--- src/rtl/ctc_pkg.sv ---
package ctc_pkg;

  localparam logic [3:0] ADDR_TIME_LO = 4'd0;
  localparam logic [3:0] ADDR_TIME_HI = 4'd1;
  localparam logic [3:0] ADDR_TGT_LO  = 4'd2;
  localparam logic [3:0] ADDR_TGT_HI  = 4'd3;
  localparam logic [3:0] ADDR_RLD_LO  = 4'd4;
  localparam logic [3:0] ADDR_RLD_HI  = 4'd5;
  localparam logic [3:0] ADDR_CTRL    = 4'd6;
  localparam logic [3:0] ADDR_STAT    = 4'd7;
  localparam logic [3:0] ADDR_INCR    = 4'd8;

  localparam int CTRL_MODE_BIT = 0;
  localparam int CTRL_TEN_BIT  = 1;
  localparam int CTRL_EXT_LSB  = 8;
  localparam int CTRL_GPIO_LSB = 16;

  // staged 64-bit registers, index g lives at word addresses 2g / 2g+1
  localparam int NUM_STAGED = 3;
  localparam int STG_TIME   = 0;
  localparam int STG_TGT    = 1;
  localparam int STG_RLD    = 2;

  typedef struct packed {
    logic timeLoad;
    logic tgtLoad;
    logic rldLoad;
    logic irqClr;
  } strobe_t;

endpackage

--- src/rtl/ctc_gpio_filter.sv ---
module ctc_gpio_filter #(
  parameter int FILTER_CYCLES = 9
) (
  input  logic clk,
  input  logic rstN,
  input  logic pinIn,
  input  logic enIn,
  output logic clrPulse
);
  localparam int CNT_W = $clog2(FILTER_CYCLES + 1);
  localparam logic [CNT_W-1:0] CNT_MAX  = CNT_W'(FILTER_CYCLES);
  localparam logic [CNT_W-1:0] CNT_FIRE = CNT_W'(FILTER_CYCLES - 1);

  logic syncA, syncQ;
  logic [CNT_W-1:0] highCnt;

  always_ff @(posedge clk or negedge rstN) begin
    if (!rstN) begin
      syncA <= 1'b0;
      syncQ <= 1'b0;
    end else begin
      syncA <= pinIn;
      syncQ <= syncA;
    end
  end

  // counts consecutive high samples, holds at the limit until the pin drops
  always_ff @(posedge clk or negedge rstN) begin
    if (!rstN) begin
      highCnt <= '0;
    end else if (!enIn || !syncQ) begin
      highCnt <= '0;
    end else if (highCnt != CNT_MAX) begin
      highCnt <= highCnt + 1'b1;
    end
  end

  assign clrPulse = enIn && syncQ && (highCnt == CNT_FIRE);

  // one clear per high period
  a_r8_single_clear: assert property (@(posedge clk) disable iff (!rstN)
    clrPulse |=> !clrPulse);

  // a clear only follows a pin that was already high
  a_r8_pin_was_high: assert property (@(posedge clk) disable iff (!rstN)
    clrPulse |-> $past(syncQ));

endmodule

--- src/rtl/ctc_ctrl.sv ---
module ctc_ctrl
  import ctc_pkg::*;
#(
  parameter int INC_W    = 8,
  parameter int EXT_SRCS = 2,
  parameter int NUM_GPIO = 2
) (
  input  logic                clk,
  input  logic                rstN,
  input  logic                regWrEn,
  input  logic [3:0]          regAddr,
  input  logic [31:0]         regWrData,
  output logic [31:0]         regRdData,
  input  logic                gpioClr,
  input  logic [63:0]         timeNow,
  input  logic [63:0]         target,
  input  logic [63:0]         reloadVal,
  input  logic                timerIrq,
  output strobe_t             strb,
  output logic [63:0]         loadVal,
  output logic                reloadMode,
  output logic                timerEn,
  output logic [EXT_SRCS-1:0] extEn,
  output logic [NUM_GPIO-1:0] gpioInEn,
  output logic [INC_W-1:0]    incr
);

  logic [NUM_STAGED-1:0] commit;
  logic [63:0]           commitVal [NUM_STAGED];

  for (genvar g = 0; g < NUM_STAGED; g++) begin : g_stage
    localparam logic [3:0] LO_ADDR = 4'(2 * g);
    localparam logic [3:0] HI_ADDR = 4'(2 * g + 1);
    logic [31:0] loHold, hiHold;
    logic        loSeen, hiSeen;
    logic        wrLo, wrHi;

    assign wrLo = regWrEn && (regAddr == LO_ADDR);
    assign wrHi = regWrEn && (regAddr == HI_ADDR);
    assign commit[g] = (wrLo && hiSeen) || (wrHi && loSeen);
    assign commitVal[g] = wrLo ? {hiHold, regWrData} : {regWrData, loHold};

    always_ff @(posedge clk or negedge rstN) begin
      if (!rstN) begin
        loHold <= '0;
        hiHold <= '0;
        loSeen <= 1'b0;
        hiSeen <= 1'b0;
      end else if (commit[g]) begin
        loSeen <= 1'b0;
        hiSeen <= 1'b0;
      end else if (wrLo) begin
        loHold <= regWrData;
        loSeen <= 1'b1;
      end else if (wrHi) begin
        hiHold <= regWrData;
        hiSeen <= 1'b1;
      end
    end

    // nothing commits without a write to this register pair
    a_r5_commit_on_write: assert property (@(posedge clk) disable iff (!rstN)
      commit[g] |-> (regWrEn && (regAddr[3:1] == LO_ADDR[3:1])));
  end

  always_comb begin
    loadVal = '0;
    for (int i = 0; i < NUM_STAGED; i++) begin
      if (commit[i]) loadVal = commitVal[i];
    end
  end

  logic wrCtrl, wrStat, wrIncr;
  assign wrCtrl = regWrEn && (regAddr == ADDR_CTRL);
  assign wrStat = regWrEn && (regAddr == ADDR_STAT);
  assign wrIncr = regWrEn && (regAddr == ADDR_INCR);

  always_ff @(posedge clk or negedge rstN) begin
    if (!rstN) begin
      reloadMode <= 1'b0;
      timerEn    <= 1'b0;
      extEn      <= '0;
      gpioInEn   <= '0;
      incr       <= INC_W'(1);
    end else begin
      if (wrCtrl) begin
        reloadMode <= regWrData[CTRL_MODE_BIT];
        timerEn    <= regWrData[CTRL_TEN_BIT];
        extEn      <= regWrData[CTRL_EXT_LSB +: EXT_SRCS];
        gpioInEn   <= regWrData[CTRL_GPIO_LSB +: NUM_GPIO];
      end
      if (wrIncr) incr <= regWrData[INC_W-1:0];
    end
  end

  assign strb.timeLoad = commit[STG_TIME];
  assign strb.tgtLoad  = commit[STG_TGT];
  assign strb.rldLoad  = commit[STG_RLD];
  assign strb.irqClr   = (wrStat && regWrData[0]) || gpioClr;

  always_comb begin
    regRdData = '0;
    case (regAddr)
      ADDR_TIME_LO: regRdData = timeNow[31:0];
      ADDR_TIME_HI: regRdData = timeNow[63:32];
      ADDR_TGT_LO:  regRdData = target[31:0];
      ADDR_TGT_HI:  regRdData = target[63:32];
      ADDR_RLD_LO:  regRdData = reloadVal[31:0];
      ADDR_RLD_HI:  regRdData = reloadVal[63:32];
      ADDR_CTRL: begin
        regRdData[CTRL_MODE_BIT]               = reloadMode;
        regRdData[CTRL_TEN_BIT]                = timerEn;
        regRdData[CTRL_EXT_LSB +: EXT_SRCS]    = extEn;
        regRdData[CTRL_GPIO_LSB +: NUM_GPIO]   = gpioInEn;
      end
      ADDR_STAT:    regRdData[0] = timerIrq;
      ADDR_INCR:    regRdData[INC_W-1:0] = incr;
      default:      regRdData = '0;
    endcase
  end

  // at most one staged register commits per cycle
  a_r5_one_commit: assert property (@(posedge clk) disable iff (!rstN)
    $onehot0(commit));

endmodule

--- src/rtl/ctc_datapath.sv ---
module ctc_datapath
  import ctc_pkg::*;
#(
  parameter int INC_W = 8
) (
  input  logic             clk,
  input  logic             rstN,
  input  strobe_t          strb,
  input  logic [63:0]      loadVal,
  input  logic             reloadMode,
  input  logic [INC_W-1:0] incr,
  output logic [63:0]      timeNow,
  output logic [63:0]      target,
  output logic [63:0]      reloadVal,
  output logic             timerIrq,
  output logic             matchHit
);

  logic [63:0] nextTarget;

  assign matchHit   = (timeNow == target);
  assign nextTarget = reloadMode ? reloadVal : (target + reloadVal);

  always_ff @(posedge clk or negedge rstN) begin
    if (!rstN) begin
      timeNow   <= '0;
      target    <= '1;
      reloadVal <= '0;
      timerIrq  <= 1'b0;
    end else begin
      timeNow <= strb.timeLoad ? loadVal : (timeNow + 64'(incr));
      if (strb.tgtLoad)   target <= loadVal;
      else if (matchHit)  target <= nextTarget;
      if (strb.rldLoad)   reloadVal <= loadVal;
      if (matchHit)          timerIrq <= 1'b1;
      else if (strb.irqClr)  timerIrq <= 1'b0;
    end
  end

  a_r1_advance: assert property (@(posedge clk) disable iff (!rstN)
    !strb.timeLoad |=> timeNow == $past(timeNow) + 64'($past(incr)));

  a_r2_match_sets_irq: assert property (@(posedge clk) disable iff (!rstN)
    matchHit |=> timerIrq);

  a_r3_reload: assert property (@(posedge clk) disable iff (!rstN)
    (matchHit && reloadMode && !strb.tgtLoad) |=> target == $past(reloadVal));

  a_r4_add: assert property (@(posedge clk) disable iff (!rstN)
    (matchHit && !reloadMode && !strb.tgtLoad)
      |=> target == $past(target) + $past(reloadVal));

  a_r5_target_holds: assert property (@(posedge clk) disable iff (!rstN)
    (!matchHit && !strb.tgtLoad) |=> $stable(target));

  a_r7_clear: assert property (@(posedge clk) disable iff (!rstN)
    (!matchHit && strb.irqClr) |=> !timerIrq);

  a_r2_sticky: assert property (@(posedge clk) disable iff (!rstN)
    (timerIrq && !strb.irqClr) |=> timerIrq);

endmodule

--- src/rtl/clock_target_cmp.sv ---
module clock_target_cmp
  import ctc_pkg::*;
#(
  parameter int INC_W         = 8,
  parameter int EXT_SRCS      = 2,
  parameter int NUM_GPIO      = 2,
  parameter int FILTER_CYCLES = 9
) (
  input  logic                clk,
  input  logic                rstN,
  input  logic                regWrEn,
  input  logic [3:0]          regAddr,
  input  logic [31:0]         regWrData,
  output logic [31:0]         regRdData,
  input  logic [NUM_GPIO-1:0] gpioPin,
  input  logic [EXT_SRCS-1:0] extIrq,
  output logic [63:0]         timeNow,
  output logic                eventOut,
  output logic                timerIrq
);

  strobe_t             strb;
  logic [63:0]         loadVal, target, reloadVal;
  logic                reloadMode, timerEn, matchHit;
  logic [EXT_SRCS-1:0] extEn;
  logic [NUM_GPIO-1:0] gpioInEn, pinClr;
  logic [INC_W-1:0]    incr;

  for (genvar p = 0; p < NUM_GPIO; p++) begin : g_pin
    ctc_gpio_filter #(.FILTER_CYCLES(FILTER_CYCLES)) u_filter (
      .clk      (clk),
      .rstN     (rstN),
      .pinIn    (gpioPin[p]),
      .enIn     (gpioInEn[p]),
      .clrPulse (pinClr[p])
    );
  end

  ctc_ctrl #(.INC_W(INC_W), .EXT_SRCS(EXT_SRCS), .NUM_GPIO(NUM_GPIO)) u_ctrl (
    .clk        (clk),
    .rstN       (rstN),
    .regWrEn    (regWrEn),
    .regAddr    (regAddr),
    .regWrData  (regWrData),
    .regRdData  (regRdData),
    .gpioClr    (|pinClr),
    .timeNow    (timeNow),
    .target     (target),
    .reloadVal  (reloadVal),
    .timerIrq   (timerIrq),
    .strb       (strb),
    .loadVal    (loadVal),
    .reloadMode (reloadMode),
    .timerEn    (timerEn),
    .extEn      (extEn),
    .gpioInEn   (gpioInEn),
    .incr       (incr)
  );

  ctc_datapath #(.INC_W(INC_W)) u_dp (
    .clk        (clk),
    .rstN       (rstN),
    .strb       (strb),
    .loadVal    (loadVal),
    .reloadMode (reloadMode),
    .incr       (incr),
    .timeNow    (timeNow),
    .target     (target),
    .reloadVal  (reloadVal),
    .timerIrq   (timerIrq),
    .matchHit   (matchHit)
  );

  assign eventOut = (timerIrq && timerEn) || (|(extIrq & extEn));

  // a disabled timer interrupt never reaches the event output alone
  a_r9_masked: assert property (@(posedge clk) disable iff (!rstN)
    (!timerEn && ((extIrq & extEn) == '0)) |-> !eventOut);

  // a time load equal to the target raises the interrupt one cycle later
  a_r6_load_match: assert property (@(posedge clk) disable iff (!rstN)
    (strb.timeLoad && !strb.tgtLoad && (loadVal == target)) |=> ##1 timerIrq);

endmodule

--- config.mk ---
export PLATFORM = sky130hd
export DESIGN_NAME = clock_target_cmp
export DESIGN_NICKNAME = d
export VERILOG_FILES = /design/src/rtl/ctc_pkg.sv /design/src/rtl/ctc_gpio_filter.sv /design/src/rtl/ctc_ctrl.sv /design/src/rtl/ctc_datapath.sv /design/src/rtl/clock_target_cmp.sv
export SDC_FILE = /design/constraint.sdc
export NUM_CORES = 1
export LEC_CHECK = 0
export BUFFER_PORTS_ARGS = -buffer_cell sky130_fd_sc_hd__clkbuf_2
export CAP_MARGIN = 0
export CELL_PAD_IN_SITES_DETAIL_PLACEMENT = 0
export CELL_PAD_IN_SITES_GLOBAL_PLACEMENT = 1
export CORE_UTILIZATION = 49
export CTS_CLUSTER_SIZE = 8
export DETAILED_ROUTE_END_ITERATION = 16
export MAX_ROUTING_LAYER = met4
export PLACE_DENSITY_LB_ADDON = 0.1
export SYNTH_ARGS = -nofsm -noshare
export SYNTH_HDL_FRONTEND = slang
export SYNTH_SLANG_ARGS = --single-unit
--- constraint.sdc ---
create_clock -name clk -period 3.85 [get_ports clk]
set_clock_uncertainty 0.2 [all_clocks]
set_input_delay 0.77 -clock clk [delete_from_list [all_inputs] [get_ports clk]]
set_output_delay 0.77 -clock clk [all_outputs]
set_load 0.01 [all_outputs]
==> results of run 1 <==
## flip-flops by register name, indices dropped and copies added (netlist names)
| name | cells |
|---|---|
| u_dp.timeNow | 64 |
| g_pin.u_filter.syncA | 2 |
| u_ctrl.g_stage.hiSeen | 3 |
| u_ctrl.timerEn | 1 |
| u_ctrl.g_stage.loHold | 96 |
| u_ctrl.g_stage.loSeen | 3 |
| u_ctrl.reloadMode | 1 |
| g_pin.u_filter.highCnt | 8 |
| u_dp.reloadVal | 64 |
| u_ctrl.incr | 8 |
| u_ctrl.g_stage.hiHold | 96 |
| u_ctrl.extEn | 2 |
| u_dp.target | 64 |
| u_dp.timerIrq | 1 |
| u_ctrl.gpioInEn | 2 |
| g_pin.u_filter.syncQ | 2 |
## synthesized netlist by cell type, drive strengths merged, types with 19 or more instances
| cell | n |
|---|---|
| nor2b | 19 |
| clkbuf | 173 |
| nor4 | 21 |
| mux2 | 206 |
| xnor2 | 56 |
| mux2i | 79 |
| a21oi | 133 |
| xor2 | 128 |
| nand4 | 43 |
| nor2 | 104 |
| dfrtp | 352 |
| ha | 77 |
| o22ai | 47 |
| nand2 | 320 |
| dfstp | 65 |
| buf | 46 |
| a22oi | 87 |
| and3 | 27 |
| a31oi | 34 |
| nand3 | 153 |
| o21a | 33 |
| o221ai | 52 |
| inv | 36 |
| o21ai | 230 |
| nor3 | 27 |
| a21o | 44 |
| o211ai | 36 |
## per-stage QoR
stage / power (mW) / setup slack [ns]
6_report: 24.19 / 0.1272
2_1_floorplan: 13.62 / 0.3323
5_1_grt: 25.08 / 0.01228
4_1_cts: 23.61 / 0.01109
3_5_place_dp: 18.57 / -0.05534
3_3_place_gp: 18.48 / -0.03371
## cell type report
class	count	share of cell area
clock inverters	6	0.003566
diodes	3	0.0002459
inverters	36	0.004427
well taps	688	0.02820
multi-input cells	2112	0.4799
clock buffers	90	0.05251
repair buffers	355	0.08653
flip-flops and latches	417	0.3446
## metal layers
| metal | part of all wire | wire [um] |
|---|---|---|
| met5 | 0 | 0 |
| met4 | 0.037 | 4314 |
| met3 | 0.14 | 16740 |
| met2 | 0.40 | 47390 |
| met1 | 0.42 | 48580 |
## kinds of logic after synthesis
group,count (synthesis)
flops,417
compound gates,786
simple gates,778
fa+ha+maj,79
xor+xnor,184
mux,285
buf+inv,255
## power by group through the flow
| stage | clock, mW | combinational [mW] | sequential [mW] |
|---|---|---|---|
| 3_3_place_gp | 0 | 10.5 | 7.96 |
| 2_1_floorplan | 0 | 6.20 | 7.42 |
| 3_5_place_dp | 0 | 10.6 | 8.02 |
| 6_report | 4.96 | 11.1 | 8.16 |
| 4_1_cts | 4.99 | 10.7 | 7.96 |
| 5_1_grt | 5.17 | 11.7 | 8.19 |
## how the worst max path moves through the flow
stage                             endpoint               from  slack [ns]
after detailed placement   u_dp.target[44]     u_dp.target[0]       -0.06
after CTS                  u_dp.target[31]     u_dp.target[6]        0.01
after floorplan              regRdData[16]         regAddr[3]        0.33
after global placement    u_dp.timeNow[62]     u_ctrl.incr[0]       -0.03
after global routing       u_dp.target[28]  u_dp.reloadVal[0]        0.01
final                      u_dp.target[63]     u_dp.target[6]        0.13
## timing repair
| item | in CTS | in global routing |
|---|---|---|
| buffers inserted | 0 | 1 |
| endpoints found under the setup margin | 5 | 42 |
| pin swaps | 0 | 3 |
| resized for setup | 2 | 15 |
==> summary.txt, run 1 <==
Cells after DPL - 3607
post-synthesis adder-cell area fraction - 0.03864
DRT iter0 DRCs - 3436
commonest non-fill, non-tap cell in the layout - dfrtp_1
initial core utilization - 0.4952
gr busiest metal - met1
Final min period - 3.723 ns
Post-Synthesis Cell Area - 25970 um^2
largest net degree at the start of global routing - 89
count of boundary I/O pins - 141
GRT Overall Usage - 0.4443
Fmax - 0.2686 GHz
Multi-input gate area - 14650 um^2
Via density - 6.731
worst reg2reg path depth - 12
hpwl dp - 86.51 mm
post-synthesis simple-gate area fraction - 0.1402
critical path's top delay family - compound AO/OA/AOI/OAI gates
Pint - 13.35 mW
H-tree levels - 2
highest ir drop seen on vdd - 0.0005166 V
Final Hold Viols - 10
post-DR wirelength/cell - 31.57 um
cts hold-fix bufs - 0
Slowest-stage cell, CP - dfstp_2
cell taking the most area after synthesis - dfrtp_1
Post-DRT Antenna Nets - 0
clock tree buffer depth - 3
number of global-route vias before repair - 23650
post-synth top area share - 0.3391
Net Count, Synth - 2906
outcome - complete, but fails checks
post-synthesis async set-or-reset flop share - 1.000
post-synthesis mux area share - 0.1198
WP buf/inv - 0
placeable core region - 52450 um^2
Pins Over Slew Limit - 0
Critical Path, Cell by Cell - ha_1 -> a2111oi_0 -> o21ai_1 -> or3b_4 -> nor3_2 -> o311ai_2 -> a21bo_2 -> a21oi_2 -> nand3_1 -> nand3b_1 -> a21oi_1 -> o311a_1
r2r startpoint - u_dp.target[6]
# setup viols final - 0
Compound-Gate Fraction of Synth Area - 0.1966
CTS tree - yes
met1 usage - 0.6173
residual DRC count - 0
Syn Area/Cell - 9.329 um^2
CTS buffer count - 59
Worst path max stage delay - 0.57 ns
Layout Utilization - 0.5820
Final Instance Area - 30520 um^2
XOR/XNOR Fraction of Synth Area - 0.06205
via count - 24950
Net Switching - 10.84 mW
sequential power share - 0.337
worst endpoint required time - 4.21 ns
met2 usage - 0.5892
grt met3 use - 0.1591
Die Wd - 232.2 um
Tightest Pin Transition - 0.9656 ns
Rel. slew slack - 0.3472
register area - 10520 um^2
net count reported at finish - 3103
RSZ-0062 raised after global routing - true
Area contributors post-synth - dfrtp_1 34%, mux2_2 8.9%, dfstp_2 6.6%, nand2_1 4.6%, o21ai_0 4.3%
Synth Instances - 2784
Netlist cell types - 81
failing checks - negative hold slack
main combinational cell family by area after synthesis - compound AO/OA/AOI/OAI gates
crit share post-route - 0.9670
number of core rows - 84
Post-synth EDFFs - 0
gr ovfl total - 0
first-pass GRT wire length - 167.4 mm
Logic pwr share - 0.458
placed cell areas - 28730 um^2
CP arrival - 4.08 ns
Area Overhead vs Synth - 17.53%
overall routed net length - 117.0 mm
critical path endpoint category - flip-flop
final hold slack - -0.003801 ns
Clk pwr share - 0.205
post-synthesis sequential area ratio - 0.4049
static leakage - 13.61 nW
initial antenna violation count - 5
RR Endpoint - u_dp.target[63]
YS warnings - 0
length of the first detailed-routing pass in iterations - 8
worst-path fanout max - 7
clock slew at reported path FFs - 0.06 ns
Die Height - 232.2 um
crit start category - flip-flop
path type of the worst min-delay path - primary input to asynchronous set/reset pin
port bufs - 140
Seq cells post-synth - 417
GPL Wtd Cong - 1.092
total stage count of the critical path - 12
# fillers - 4709
fraction of layout cells with a size suffix above 1 - 0.2507
Crit Path Class - flip-flop to flip-flop
Max Cap Violations - 0
post-route insts no fill - 3707
R2R setup slack - 0.13 ns
Clock Sinks - 417
commonest non-fill, non-tap cells in the layout - 351 x dfrtp_1, 316 x nand2_1, 224 x o21ai_0
Post-synth top flop - dfrtp_1
Die ar. - 53930 um^2
power density over the cells - 792.5 nW/um^2
Sw Ratio - 0.4481
CTS Root Buffer Type - clkbuf_16
worst skew pair latency - 0.65 ns
setup TNS - 0 ns
(Power assumes the default switching activity.)
==> run 2: changes to the inputs <==
--- a/config.mk
+++ b/config.mk
@@ -9,7 +9,8 @@
 export CAP_MARGIN = 0
 export CELL_PAD_IN_SITES_DETAIL_PLACEMENT = 0
 export CELL_PAD_IN_SITES_GLOBAL_PLACEMENT = 1
-export CORE_UTILIZATION = 49
+export CORE_UTILIZATION = 50
+export CTS_BUF_LIST = sky130_fd_sc_hd__clkbuf_4
 export CTS_CLUSTER_SIZE = 8
 export DETAILED_ROUTE_END_ITERATION = 16
 export MAX_ROUTING_LAYER = met4
==> run 2 against run 1 <==
The run now ends clean. Non-clock buffer count increased by 14. Global-route usage increased by 0.37 points. Flip-flop and latch count is the same. Count of clock-buffer cells in the layout up 82. Die area decreased by 2.0%. Critical path type unchanged. Core utilization is 1.1 points higher. First-iteration DRC count increased by 10%.
==> summary.txt, run 2 (synthesis gave the netlist of run 1 again) <==
outcome - finished clean
Layout Utilization - 0.5932 (+0.01114)
residual DRC count - 0 (unchanged)
final hold slack - 0.05019 ns (+0.05399 ns)
Net Switching - 10.99 mW (+1.4%)
Fmax - 0.2636 GHz (-1.9%)
worst skew pair latency - 0.93 ns (+0.28 ns)
count of boundary I/O pins - 141 (unchanged)
Worst path max stage delay - 0.62 ns (+0.05 ns)
largest net degree at the start of global routing - 91 (+2.2%)
initial core utilization - 0.5063 (+0.01104)
path type of the worst min-delay path - primary input to flip-flop
initial antenna violation count - 6 (+1)
setup TNS - 0 ns (unchanged)
crit share post-route - 0.9854 (+0.01843)
CTS Root Buffer Type - clkbuf_4
Pwr Total - 23.76 mW (-1.8%)
Slowest-stage cell, CP - dfstp_2
clock tree buffer depth - 3 (unchanged)
biggest regs - u_ctrl.g_stage.hiHold x96, u_ctrl.g_stage.loHold x96
sequential power share - 0.343 (+0.006)
port bufs - 140 (unchanged)
overall routed net length - 115.3 mm (-1.5%)
CTS tree - yes
number of global-route vias before repair - 24230 (+2.5%)
clock slew at reported path FFs - 0.07 ns (about the same)
H-tree levels - 3 (+1)
post-DR wirelength/cell - 30.08 um (-4.7%)
net count reported at finish - 3174 (+2.3%)
highest ir drop seen on vdd - 0.0003282 V (-36%)
Area Overhead vs Synth - 17.16%
commonest non-fill, non-tap cells in the layout - 351 x dfrtp_1, 316 x nand2_1, 224 x o21ai_0
Clock Sinks - 417 (unchanged)
Tightest Pin Transition - 1.184 ns (+0.2181 ns)
DRT iter0 DRCs - 3786 (+10%)
Die Wd - 229.9 um (-0.99%)
Rel. slew slack - 0.2109 (-0.1363)
Die Height - 229.9 um (-0.99%)
Logic pwr share - 0.479 (+0.021)
number of core rows - 83 (-1.2%)
Clk pwr share - 0.178 (-0.027)
Final min period - 3.794 ns (+0.07094 ns)
commonest non-fill, non-tap cell in the layout - dfrtp_1
Crit Path Class - flip-flop to flip-flop
Final Hold Viols - 0 (-10)
worst-path fanout max - 8 (+1)
GRT Overall Usage - 0.4480 (+0.003699)
placeable core region - 51300 um^2 (-2.2%)
gr ovfl total - 0 (unchanged)
first-pass GRT wire length - 167.5 mm (about the same)
worst endpoint required time - 4.49 ns (+0.28 ns)
Post-DRT Antenna Nets - 0 (unchanged)
Pint - 12.77 mW (-4.4%)
Max Cap Violations - 0 (unchanged)
fraction of layout cells with a size suffix above 1 - 0.2816 (+0.03096)
Sw Ratio - 0.4627 (+0.01452)
# setup viols final - 0 (unchanged)
Critical Path, Cell by Cell - ha_1 -> a21oi_1 -> o21ai_0 -> nand3_1 -> o211ai_1 -> a311o_1 -> or3b_2 -> o221ai_2 -> o21ai_1 -> a31oi_1 -> xnor2_1 -> a21oi_1
hpwl dp - 84.73 mm (-2.1%)
via count - 25390 (+1.7%)
Via density - 6.626 (-1.6%)
crit start category - flip-flop
most used cell, CP - a21oi_1
CTS buffer count - 116 (+97%)
static leakage - 13.74 nW (+0.95%)
CP arrival - 4.43 ns (+0.35 ns)
# fillers - 4600 (-2.3%)
length of the first detailed-routing pass in iterations - 8 (unchanged)
GPL Wtd Cong - 1.101 (+0.87%)
critical path endpoint category - flip-flop
Die ar. - 52860 um^2 (-2.0%)
Pins Over Slew Limit - 0 (unchanged)
power density over the cells - 780.8 nW/um^2 (-1.5%)
-- run 2: cell count changes in the layout (fill, tap and decap cells not counted), moves of 6 or more --
cell / delta
clkinv_1: +27
clkbuf_1: -30
buf_4: +17
clkbuf_16: -59
buf_12: -6
clkbuf_4: +172
-- run 2: area by class of cell --
| type | instances | area (um^2) | share of cell area |
|---|---|---|---|
| Inverter | 36 | 135.1 | 0.004441 |
| Multi-Input combinational cell | 2112 | 14710 | 0.4835 |
| Clock inverter | 40 | 227.7 | 0.007483 |
| Sequential cell | 417 | 10520 | 0.3457 |
| Clock buffer | 172 | 1291 | 0.04243 |
| Antenna cell | 6 | 15.01 | 0.0004934 |
| Tap cell | 680 | 850.8 | 0.02796 |
| Timing Repair Buffer | 369 | 2678 | 0.08799 |
-- run 2: critical path: cells and delay by family, from the launching register on --
| kind | cells | cell delay [ns] |
|---|---|---|
| fa+ha+maj | 1 | 0.35 |
| xor+xnor | 1 | 0.12 |
| simple gates | 2 | 0.60 |
| compound gates | 8 | 1.84 |
| flops | 1 | 0.62 |
-- run 2: what timing repair did --
action / CTS / global route
hold buffers: 4 / 0
setup buffers: 0 / 3
pin swaps: 0 / 4
endpoints found under the setup margin: 6 / 38
hold endpoints to repair: 70 / 0
resized for setup: 4 / 20
-- run 2: worst paths after layout --
| kind | from | end | slack [ns] | depth (start not counted) |
|---|---|---|---|---|
| setup / recovery | u_dp.target[33] | u_dp.target[62] | 0.06 | 12 |
| hold / removal | regWrData[11] | u_ctrl.g_stage[0].hiHold[11] | 0.05 | 2 |
| setup reg to reg | u_dp.target[33] | u_dp.target[62] | 0.06 | 12 |
| hold reg to reg | g_pin[1].u_filter.syncA | g_pin[1].u_filter.syncQ | 0.15 | 0 |
| max in group asynchronous | rstN | u_dp.target[16] | 2.18 | 3 |
| min in group asynchronous | rstN | u_dp.reloadVal[45] | 0.25 | 2 |
-- run 2: power groups by stage --
stage / logic [mW] / clock network (mW) / registers (mW)
after floorplan: 6.20 / 0 / 7.42
after global placement: 10.7 / 0 / 7.93
after detailed placement: 10.7 / 0 / 7.99
after CTS: 10.9 / 4.27 / 7.93
after global routing: 12.1 / 4.51 / 8.18
final: 11.4 / 4.23 / 8.16
-- run 2: layer usage --
metal,global-route usage,share of wire,vias to the layer above
li1,-,-,10810
met5,-,0,-
met4,0.1548,0.039,0
met1,0.6076,0.40,12480
met3,0.1658,0.15,289
met2,0.6090,0.41,1804
-- run 2: through the flow --
| stage | instances | setup slack (ns) | area (um^2) |
|---|---|---|---|
| final | 3832 | 0.05627 | 30430 |
| after floorplan | 2784 | 0.3323 | 25970 |
| after CTS | 3823 | 0.002486 | 30280 |
| after global routing | 3832 | -0.008242 | 30430 |
| after detailed placement | 3607 | -0.04688 | 28700 |
| after global placement | 3607 | -0.06714 | 28700 |
